===== config.mk =====
export PLATFORM = sky130hd
export DESIGN_NAME = sha1x2_core
export DESIGN_NICKNAME = d
export VERILOG_FILES = /design/src/rtl/sha1x2_pkg.sv /design/src/rtl/sha1x2_sched.sv /design/src/rtl/sha1x2_ctrl.sv /design/src/rtl/sha1x2_prep.sv /design/src/rtl/sha1x2_round.sv /design/src/rtl/sha1x2_core.sv
export SDC_FILE = /design/constraint.sdc
export NUM_CORES = 2
export LEC_CHECK = 0
export BUFFER_PORTS_ARGS = -buffer_cell sky130_fd_sc_hd__buf_2
export CAP_MARGIN = 20
export CORE_ASPECT_RATIO = 1.1
export CORE_UTILIZATION = 54
export DETAILED_ROUTE_END_ITERATION = 6
export MAX_ROUTING_LAYER = met4
export PLACE_DENSITY = 0.78
export SLEW_MARGIN = 20
export SYNTH_ARGS = -nofsm -noshare
export SYNTH_HDL_FRONTEND = slang
export SYNTH_SLANG_ARGS = --single-unit

===== constraint.sdc =====
create_clock -name clk_i -period 14.15 [get_ports clk_i]
set_input_delay 1.415 -clock clk_i [delete_from_list [all_inputs] [get_ports clk_i]]
set_output_delay 1.415 -clock clk_i [all_outputs]
set_load 0.02 [all_outputs]

===== src/rtl/sha1x2_pkg.sv =====
package sha1x2_pkg;

    localparam int WORD_W      = 32;
    localparam int BLOCK_WORDS = 16;
    localparam int BLOCK_W     = WORD_W * BLOCK_WORDS;
    localparam int STATE_WORDS = 5;
    localparam int STATE_W     = WORD_W * STATE_WORDS;
    localparam int STEPS       = 80;
    localparam int PAIR_CYCLES = STEPS / 2;
    localparam int LATENCY     = PAIR_CYCLES + 1;
    localparam int CNT_W       = $clog2(PAIR_CYCLES);
    localparam int STEP_W      = CNT_W + 1;
    localparam int TAPS        = 5;

    typedef logic [WORD_W-1:0] word_t;
    typedef logic [STEP_W-1:0] step_t;

    typedef struct packed {
        word_t a;
        word_t b;
        word_t c;
        word_t d;
        word_t e;
    } state_t;

    // sums prepared one cycle ahead of the step pair that consumes them
    typedef struct packed {
        word_t l;
        word_t m;
        word_t n;
    } presum_t;

    typedef enum logic [1:0] {
        PH_IDLE,
        PH_PREP,
        PH_RUN
    } phase_t;

    function automatic word_t rotl(input word_t x, input int unsigned s);
        return (x << s) | (x >> (WORD_W - s));
    endfunction

    function automatic word_t k_of(input step_t step);
        if (step < STEP_W'(20))      return 32'h5A82_7999;
        else if (step < STEP_W'(40)) return 32'h6ED9_EBA1;
        else if (step < STEP_W'(60)) return 32'h8F1B_BCDC;
        else                         return 32'hCA62_C1D6;
    endfunction

    function automatic word_t f_of(input step_t step, input word_t b,
                                   input word_t c, input word_t d);
        if (step < STEP_W'(20))      return (b & c) | (~b & d);
        else if (step < STEP_W'(40)) return b ^ c ^ d;
        else if (step < STEP_W'(60)) return (b & c) | (b & d) | (c & d);
        else                         return b ^ c ^ d;
    endfunction

endpackage


===== src/rtl/sha1x2_sched.sv =====
module sha1x2_sched
    import sha1x2_pkg::*;
(
    input  logic               clk_i,
    input  logic               load_i,
    input  logic               shift_i,
    input  logic [BLOCK_W-1:0] block_i,
    output word_t              tap_o [TAPS]
);

    word_t win_q [BLOCK_WORDS];
    word_t ext_lo;
    word_t ext_hi;

    // the two words that enter at the top of the window, W(t+16) and W(t+17)
    assign ext_lo = rotl(win_q[13] ^ win_q[8] ^ win_q[2] ^ win_q[0], 1);
    assign ext_hi = rotl(win_q[14] ^ win_q[9] ^ win_q[3] ^ win_q[1], 1);

    for (genvar i = 0; i < BLOCK_WORDS; i++) begin : g_slot
        always_ff @(posedge clk_i) begin
            if (load_i) begin
                win_q[i] <= block_i[BLOCK_W-1-WORD_W*i -: WORD_W];
            end else if (shift_i) begin
                if (i < BLOCK_WORDS - 2) begin
                    win_q[i] <= win_q[i+2];
                end else if (i == BLOCK_WORDS - 2) begin
                    win_q[i] <= ext_lo;
                end else begin
                    win_q[i] <= ext_hi;
                end
            end
        end
    end

    for (genvar j = 0; j < TAPS; j++) begin : g_tap
        assign tap_o[j] = win_q[j];
    end

endmodule


===== src/rtl/sha1x2_ctrl.sv =====
module sha1x2_ctrl
    import sha1x2_pkg::*;
(
    input  logic  clk_i,
    input  logic  rst_i,
    input  logic  start_i,
    output logic  load_o,
    output logic  prep_o,
    output logic  run_o,
    output logic  last_o,
    output step_t step_o
);

    phase_t           phase_q;
    logic [CNT_W-1:0] pair_q;

    assign load_o = (phase_q == PH_IDLE) && start_i;
    assign prep_o = (phase_q == PH_PREP);
    assign run_o  = (phase_q == PH_RUN);
    assign last_o = run_o && (pair_q == CNT_W'(PAIR_CYCLES - 1));
    assign step_o = {pair_q, 1'b0};

    always_ff @(posedge clk_i) begin
        if (rst_i) begin
            phase_q <= PH_IDLE;
            pair_q  <= '0;
        end else begin
            case (phase_q)
                PH_IDLE: if (start_i) phase_q <= PH_PREP;
                PH_PREP: begin
                    phase_q <= PH_RUN;
                    pair_q  <= '0;
                end
                PH_RUN: begin
                    pair_q <= pair_q + 1'b1;
                    if (last_o) phase_q <= PH_IDLE;
                end
                default: phase_q <= PH_IDLE;
            endcase
        end
    end

endmodule


===== src/rtl/sha1x2_prep.sv =====
module sha1x2_prep
    import sha1x2_pkg::*;
(
    input  word_t   b_i,
    input  word_t   c_i,
    input  word_t   d_i,
    input  word_t   e_i,
    input  word_t   w0_i,
    input  word_t   w1_i,
    input  word_t   w2_i,
    output presum_t sum_o
);

    always_comb begin
        sum_o.l = f_of(STEP_W'(0), b_i, c_i, d_i) + e_i + w0_i + k_of(STEP_W'(0));
        sum_o.m = d_i + w1_i + k_of(STEP_W'(1));
        sum_o.n = w2_i + k_of(STEP_W'(2));
    end

endmodule


===== src/rtl/sha1x2_round.sv =====
module sha1x2_round
    import sha1x2_pkg::*;
(
    input  step_t   step_i,
    input  word_t   a_i,
    input  word_t   b_i,
    input  word_t   c_i,
    input  presum_t sum_i,
    input  word_t   w3_i,
    input  word_t   w4_i,
    output state_t  state_o,
    output presum_t sum_o
);

    word_t mid;

    always_comb begin
        // first step of the pair completes into b'
        mid       = rotl(a_i, 5) + sum_i.l;
        state_o.b = mid;
        state_o.a = rotl(mid, 5) + f_of(step_i, a_i, rotl(b_i, 30), c_i) + sum_i.m;
        state_o.c = rotl(a_i, 30);
        state_o.d = rotl(b_i, 30);
        state_o.e = c_i;
        // sums for the pair that starts at step+2
        sum_o.l = f_of(step_i + step_t'(2), state_o.b, state_o.c, state_o.d)
                  + c_i + sum_i.n;
        sum_o.m = state_o.d + w3_i + k_of(step_i + step_t'(3));
        sum_o.n = w4_i + k_of(step_i + step_t'(4));
    end

endmodule


===== src/rtl/sha1x2_core.sv =====
module sha1x2_core
    import sha1x2_pkg::*;
(
    input  logic               clk_i,
    input  logic               rst_i,
    input  logic               start_i,
    input  logic [BLOCK_W-1:0] block_i,
    input  logic [STATE_W-1:0] chain_i,
    output logic [STATE_W-1:0] digest_o,
    output logic               done_o
);

    logic    load, prep, run, last;
    step_t   step;
    word_t   tap [TAPS];
    state_t  st_q, st_nx, hin_q, dig_q;
    presum_t sum_q, sum_prep, sum_nx;

    sha1x2_ctrl u_ctrl (
        .clk_i  (clk_i),
        .rst_i  (rst_i),
        .start_i(start_i),
        .load_o (load),
        .prep_o (prep),
        .run_o  (run),
        .last_o (last),
        .step_o (step)
    );

    sha1x2_sched u_sched (
        .clk_i  (clk_i),
        .load_i (load),
        .shift_i(run),
        .block_i(block_i),
        .tap_o  (tap)
    );

    sha1x2_prep u_prep (
        .b_i  (st_q.b),
        .c_i  (st_q.c),
        .d_i  (st_q.d),
        .e_i  (st_q.e),
        .w0_i (tap[0]),
        .w1_i (tap[1]),
        .w2_i (tap[2]),
        .sum_o(sum_prep)
    );

    sha1x2_round u_round (
        .step_i (step),
        .a_i    (st_q.a),
        .b_i    (st_q.b),
        .c_i    (st_q.c),
        .sum_i  (sum_q),
        .w3_i   (tap[3]),
        .w4_i   (tap[4]),
        .state_o(st_nx),
        .sum_o  (sum_nx)
    );

    always_ff @(posedge clk_i) begin
        if (rst_i) begin
            st_q   <= '0;
            hin_q  <= '0;
            sum_q  <= '0;
            dig_q  <= '0;
            done_o <= 1'b0;
        end else begin
            done_o <= last;
            if (load) begin
                st_q  <= state_t'(chain_i);
                hin_q <= state_t'(chain_i);
            end else if (prep) begin
                sum_q <= sum_prep;
            end else if (run) begin
                st_q  <= st_nx;
                sum_q <= sum_nx;
            end
            if (last) begin
                dig_q.a <= hin_q.a + st_nx.a;
                dig_q.b <= hin_q.b + st_nx.b;
                dig_q.c <= hin_q.c + st_nx.c;
                dig_q.d <= hin_q.d + st_nx.d;
                dig_q.e <= hin_q.e + st_nx.e;
            end
        end
    end

    assign digest_o = dig_q;

endmodule


### Yosys cells after proc, flatten, opt, wreduce, memory -nomap -nowiden

Memory sizes are Yosys's and may differ from the RTL's.
Cells that the tools add are included.

* memories: 1
* bits in registers: 585
* RAM bits: 512
* word-level logic and storage cells: 166

* magnitude comparators: 12
* mux-type cells: 42
* eq/ne operators: 6
* $add $sub $neg: 23
* bitwise logic cells: 53
* reduce and logical (&&, ||, !) cells: 8

Memory list
* u_sched.win_q: words 16, bits a word 32, rd ports 16, clocked after memory_dff 0, write ports 16, line sha1x2_sched.sv:11 `word_t win_q [BLOCK_WORDS];`

Operators with widths (count)
* $mux W32: 26
* $add A32 B32 Y32: 16
* $mux W160: 3
* $and A32 B32 Y32: 10
* $xor A32 B32 Y32: 10
* $or A32 B32 Y32: 7
* $mux W96: 2
* $add A32 B31 Y32 const B: 3
* $not A32 Y32: 3
* $or A32 B1 Y32: 2
* $or A32 B30 Y32: 2
* $or A32 B5 Y32: 2
* $mux W31: 2
* $lt A7 B6 Y1 const B: 8
* $lt A7 B5 Y1 const B: 4
* $or A1 B1 Y1: 16
* $add A7 B2 Y7 const B: 2
* $pmux W6 S2: 1
* $add A7 B3 Y7 const B: 1
* $add A6 B1 Y6 const B: 1
* $eq A6 B6 Y1 const B: 1
* $ne A2 B2 Y1 const B: 3
* $pmux W2 S3: 1
* $reduce_and A2 Y1: 3
* other kinds (8): 15

### Logic depth before layout (Yosys ltp)

* depth after elaboration: 12
* mapped depth: 34
* depth with buffers taken out: 33

### By module

A second synthesis with hierarchy kept.

* cell total of the unflattened synthesis: 7679
* area, all modules: 76688.6 sq um

By module, submodules not included
* sha1x2_core: area an instance 29946.2 sq um, cells each 3483, times used 1, sequential area each 11551.1 sq um
* sha1x2_sched: area an instance 25251.7 sq um, cells each 1346, times used 1, sequential area each 15374.7 sq um
* sha1x2_round: area an instance 14669.1 sq um, cells each 1914, times used 1, sequential area each 0.0 sq um
* sha1x2_prep: area an instance 6372.4 sq um, cells each 888, times used 1, sequential area each 0.0 sq um
* sha1x2_ctrl: area an instance 449.2 sq um, cells each 48, times used 1, sequential area each 160.2 sq um

### Least setup slack after synthesis

No wires, ideal clock.

* path type: input-to-reg
* from: input port start_i
* to: register st_q[158] (netlist name)
* cell stages on the path: 6
* arrival time: 14832 ps
* slack: -799 ps
* cells stage by stage: nand2_1 -> clkbuf_1 -> nand2_1 -> nand2_1 -> a31o_2 -> a41o_1

* longest elaborated chain between the ends: 3

Ends and longest elaborated chain
* start: declaration: line sha1x2_core.sv:6 `input logic start_i,`
* $logic_and A1 B1 Y1 (*): line sha1x2_ctrl.sv:17 `assign load_o = (phase_q == PH_IDLE) && start_i;`
* $ne A2 B2 Y1 (no line) or $reduce_bool A2 Y1 (tied branches)
* $reduce_and A2 Y1 (no line)
* end signal: assignment: line sha1x2_core.sv:71 `st_q <= state_t'(chain_i);`
* end signal: assignment: line sha1x2_core.sv:76 `st_q <= st_nx;`
* end: declaration: line sha1x2_core.sv:16 `state_t st_q, st_nx, hin_q, dig_q;`

Every way passes the cells marked *; elsewhere a longest branch is shown, timed or not.
A chain may end at the register's enable or synchronous reset.

### Worst setup path after layout

* from: register st_q[155] (netlist name)
* to: register dig_q (netlist bit digest_o[159])

* longest elaborated chain between the ends: 9

Ends and longest elaborated chain
* branches (longest 6 deep; another with $add A32 B32 Y32)
* $add A32 B32 Y32 (*) (2 in a row): line sha1x2_round.sv:21 `state_o.a = rotl(mid, 5) + f_of(step_i, a_i, rotl(b_i, 30), c_i) + sum_i.m;`
* $add A32 B32 Y32 (*): line sha1x2_core.sv:80 `dig_q.a <= hin_q.a + st_nx.a;`
* end: declaration: line sha1x2_core.sv:16

Mark *: on every way between the ends.

==> out/qor.log <==
[floorplan] die height 381 µm
[synth] post-synthesis average cell area 9.45 µm²
[global_routing] GR Util All Layers 43.4%
[min_path] end point of the most critical hold path digest_o[67]$_SDFFE_PP0P_
[layout] layout-stage area growth over the synthesis result 14.4%
[run] max-cap violations 0
[clock_network] CTS Hold Bufs 0
[global_routing] wire length of the first global-routing pass 404000 µm
[synth] most frequent cell after synthesis nand2_1
[sta] setup violators final 0
[sta] setup repair after global routing missed its margin false
[sta] slew at the pin closest to its max-slew limit 1220 ps
[global_routing] largest net degree at the start of global routing 230
[layout] share of final-layout standard cells stronger than drive strength 1 20.2%
[worst_setup_path] critical path launch point type flop
[sta] number of pins with negative max-slew slack in the final report 0
[synth] sequential-to-total area share from yosys stat 38.3%
[floorplan] Die X 347 µm
[synth] yosys synthesis warning count 0
[floorplan] number of I/O pins 836
[sta] Clock Skews 79.1 ps
[min_path] classification of the worst-slack hold path reg2reg
[synth] post-synthesis cell area 70700 µm²
[floorplan] die area 132000 µm²
[drt] WL final 287000 µm
[worst_setup_path] most used cell, CP a21o_1
[synth] primary flip-flop cell chosen by synthesis mapping dfxtp_1
[power_and_ir_drop] power per unit of standard cell area 276 nW/µm²
[synth] cell type contributing the most total cell area after synthesis edfxtp_1
[worst_setup_path] highest net fanout along the worst path 8
[power_and_ir_drop] leak pwr 33.9 nW
[drt] Post-DRT Antenna Nets 0
[layout] share of the core filled with cells in the final layout 62.6%
[global_routing] GRT busiest layer met2
[global_routing] number of antenna violations at the first check in global routing 36
[sta] PnR worst setup slack 4750 ps
[placed_design] Setup WS pre-CTS 4860 ps
[min_path] Hold Crit Depth 2
[synth] post-synthesis net count 8787
[worst_setup_path] Crit path required time 14810 ps
[synth] EDFF count, synth 512
[clock_network] clock tree from TritonCTS yes
[global_routing] via count of the first global-routing pass 58800
[drt] Avg WL per Cell 28.7 µm
[worst_setup_path] Critical Path Max Stage Delay 980 ps
[worst_setup_path] crit path capture type flop
[clock_network] clock sink count 1097
[placed_design] post-detail-place hpwl 224000 µm
[global_routing] total global routing overflow 0
[floorplan] core area 129000 µm²
[global_routing] global routing usage on met1 52.7%
[worst_setup_path] register-to-register setup slack 4750 ps
[worst_setup_path] Worst Path Arrival 10060 ps
[floorplan] effective utilization at floorplan 54.7%
[global_routing] met3 Use GR 7.90%
[worst_setup_path] FF-to-FF path depth 30
[worst_setup_path] endpoint of the worst register-to-register path digest_o[159]$_SDFFE_PP0P_
[synth] number of distinct library cells after synthesis 94
[min_path] Worst Min Path Start digest_o[67]$_SDFFE_PP0P_
[layout] Final #Nets 9493
[worst_setup_path] Max stage delay cell, worst path xnor2_1
[clock_network] number of buffers added by the clock tree synthesis step 116
[global_routing] met2 track utilization from global routing 65.4%
[clock_network] buffer depth of the longest clock path 3
[synth] top cells by instance count after synthesis 1012 x nand2_1, 714 x a21oi_1, 585 x dfxtp_1, 534 x nor2_1, 512 x edfxtp_1
[clock_network] H-tree depth 3
[synth] synthesized instance count 7477
[sta] share of the clock period used by the worst path 66.4%
[synth] flops & latches, synth 1097
[drt] Vias 62500
[sta] crit path time final 9400 ps
[worst_setup_path] critical path start-end classification reg2reg
[sta] setup tns final 0 ps
[placed_design] Final GP Congestion 1.08
[drt] first-pass iteration count of the detailed router 6
[clock_network] post-cts sizing count 0
[synth] area share of the leading cell type in the synthesized netlist 21.8%
[floorplan] FP Rows 138
[sta] Relative slew margins 18.0%
[power_and_ir_drop] Peak VDD IR 0.297 mV
[clock_network] number of buffers added for setup after CTS 0
[clock_network] Clk Tree Root Cell clkbuf_16
[synth] leading cell types by total area after synthesis edfxtp_1 22%, dfxtp_1 17%, ha_1 7.8%
[worst_setup_path] Worst R2R Start st_q[155]$_SDFFE_PP0P_
[drt] remaining routing DRC violations 0
[drt] drt first-iter violations 7182
[clock_network] Clock Latency Late Sink 790 ps
[sta] Peak Freq 106 MHz
[drt] via-per-instance ratio 6.25
[synth] proportion of register bits with asynchronous set or reset after synthesis 0%
[sta] final hold violation count 0
[placed_design] number of buffers added on ports 835
[clock_network] clock transition time at the flip-flop clock pins of the worst setup and hold paths 70 ps
[outcome] result of the run complete, no violations
-- power breakdown --
part | switching [mW] | internal [mW] | total [mW]
clock network | 1.45 | 1.92 | 3.37
registers | 1.01 | 4.31 | 5.33
logic | 8.55 | 5.06 | 13.6
total | 11.0 | 11.3 | 22.3
-- layout by cell type, fill, tap and decap left out, types with 118 or more instances in the layout --
cell and instances:
a211oi_1 157, a21o_1 161, a21oi_1 713, a311oi_1 144, buf_2 834, clkbuf_16 118, dfxtp_1 584, edfxtp_1 512
fa_1 194, ha_1 439, inv_1 432, mux2_2 469, nand2_1 1008, nor2_1 531, o21ai_0 274, xnor2_1 413
-- worst max-delay path, delay by kind of cell, from the launching register on --
family,cells,cell delay [ps]
XOR/XNOR,2,1140
AND/OR/NAND/NOR,2,200
AO/OA/AOI/OAI,19,4930
flip-flops,1,480
adder cells (fa/ha/maj),6,2490
multiplexers,1,80
-- layer usage --
layer	vias up	part of all wire, %
met3	785	9.7
met2	3447	44
li1	28100	-
met1	30100	38
met4	0	8.5
met5	-	0
-- area by class of cell --
type | count | area [µm²]
antenna | 42 | 105
clock buffer | 140 | 3100
clock inverter | 78 | 1060
fill | 10900 | 48300
inverter | 436 | 1640
multi-input combinational | 5591 | 40700
sequential | 1097 | 27100
tap | 1680 | 2100
timing repair buffer | 941 | 5060
-- stage by stage --
step / hold slack (ps) / std cells / area (µm²) / total power, mW
finish: 447 / 10000 / 80900 / 22.3
global route: 460 / 9995 / 80800 / 23.5
CTS: 449 / 9963 / 80800 / 21.9
detailed placement: 442 / 9745 / 76600 / 18.4
global placement: 436 / 9745 / 76600 / 18.3
floorplan: 432 / 7477 / 70700 / 14.2
-- sequential cells by signal (all words and copies together), names as in the netlist --
signal	cells
done_o	1
u_ctrl.pair_q	6
u_sched.win_q	512
st_q	160
digest_o	160
hin_q	160
sum_q	96
u_ctrl.phase_q	2
-- kinds of logic after synthesis --
family          after synthesis  share of synthesized area (%)
simple gates               1995                           12.0
mux                         517                           8.15
fa+ha+maj                   635                           13.3
buf+inv                     789                           4.20
xor+xnor                    528                           6.57
flops                      1097                           38.3
compound gates             1916                           17.5
-- worst max path at each step --
stage | start | end | slack [ps] | cells past startpoint
after detailed placement | st_q[155]$_SDFFE_PP0P_ | digest_o[159]$_SDFFE_PP0P_ | 4860 | 30
final | st_q[155]$_SDFFE_PP0P_ | digest_o[159]$_SDFFE_PP0P_ | 4750 | 30
after global routing | st_q[155]$_SDFFE_PP0P_ | digest_o[159]$_SDFFE_PP0P_ | 4540 | 30
after floorplan | start_i | st_q[158]$_SDFFE_PP0P_ | 4670 | 6
after global placement | st_q[155]$_SDFFE_PP0P_ | digest_o[159]$_SDFFE_PP0P_ | 4970 | 30
after CTS | st_q[155]$_SDFFE_PP0P_ | digest_o[159]$_SDFFE_PP0P_ | 4830 | 30
Note: power is estimated with default switching activity, not from simulation.
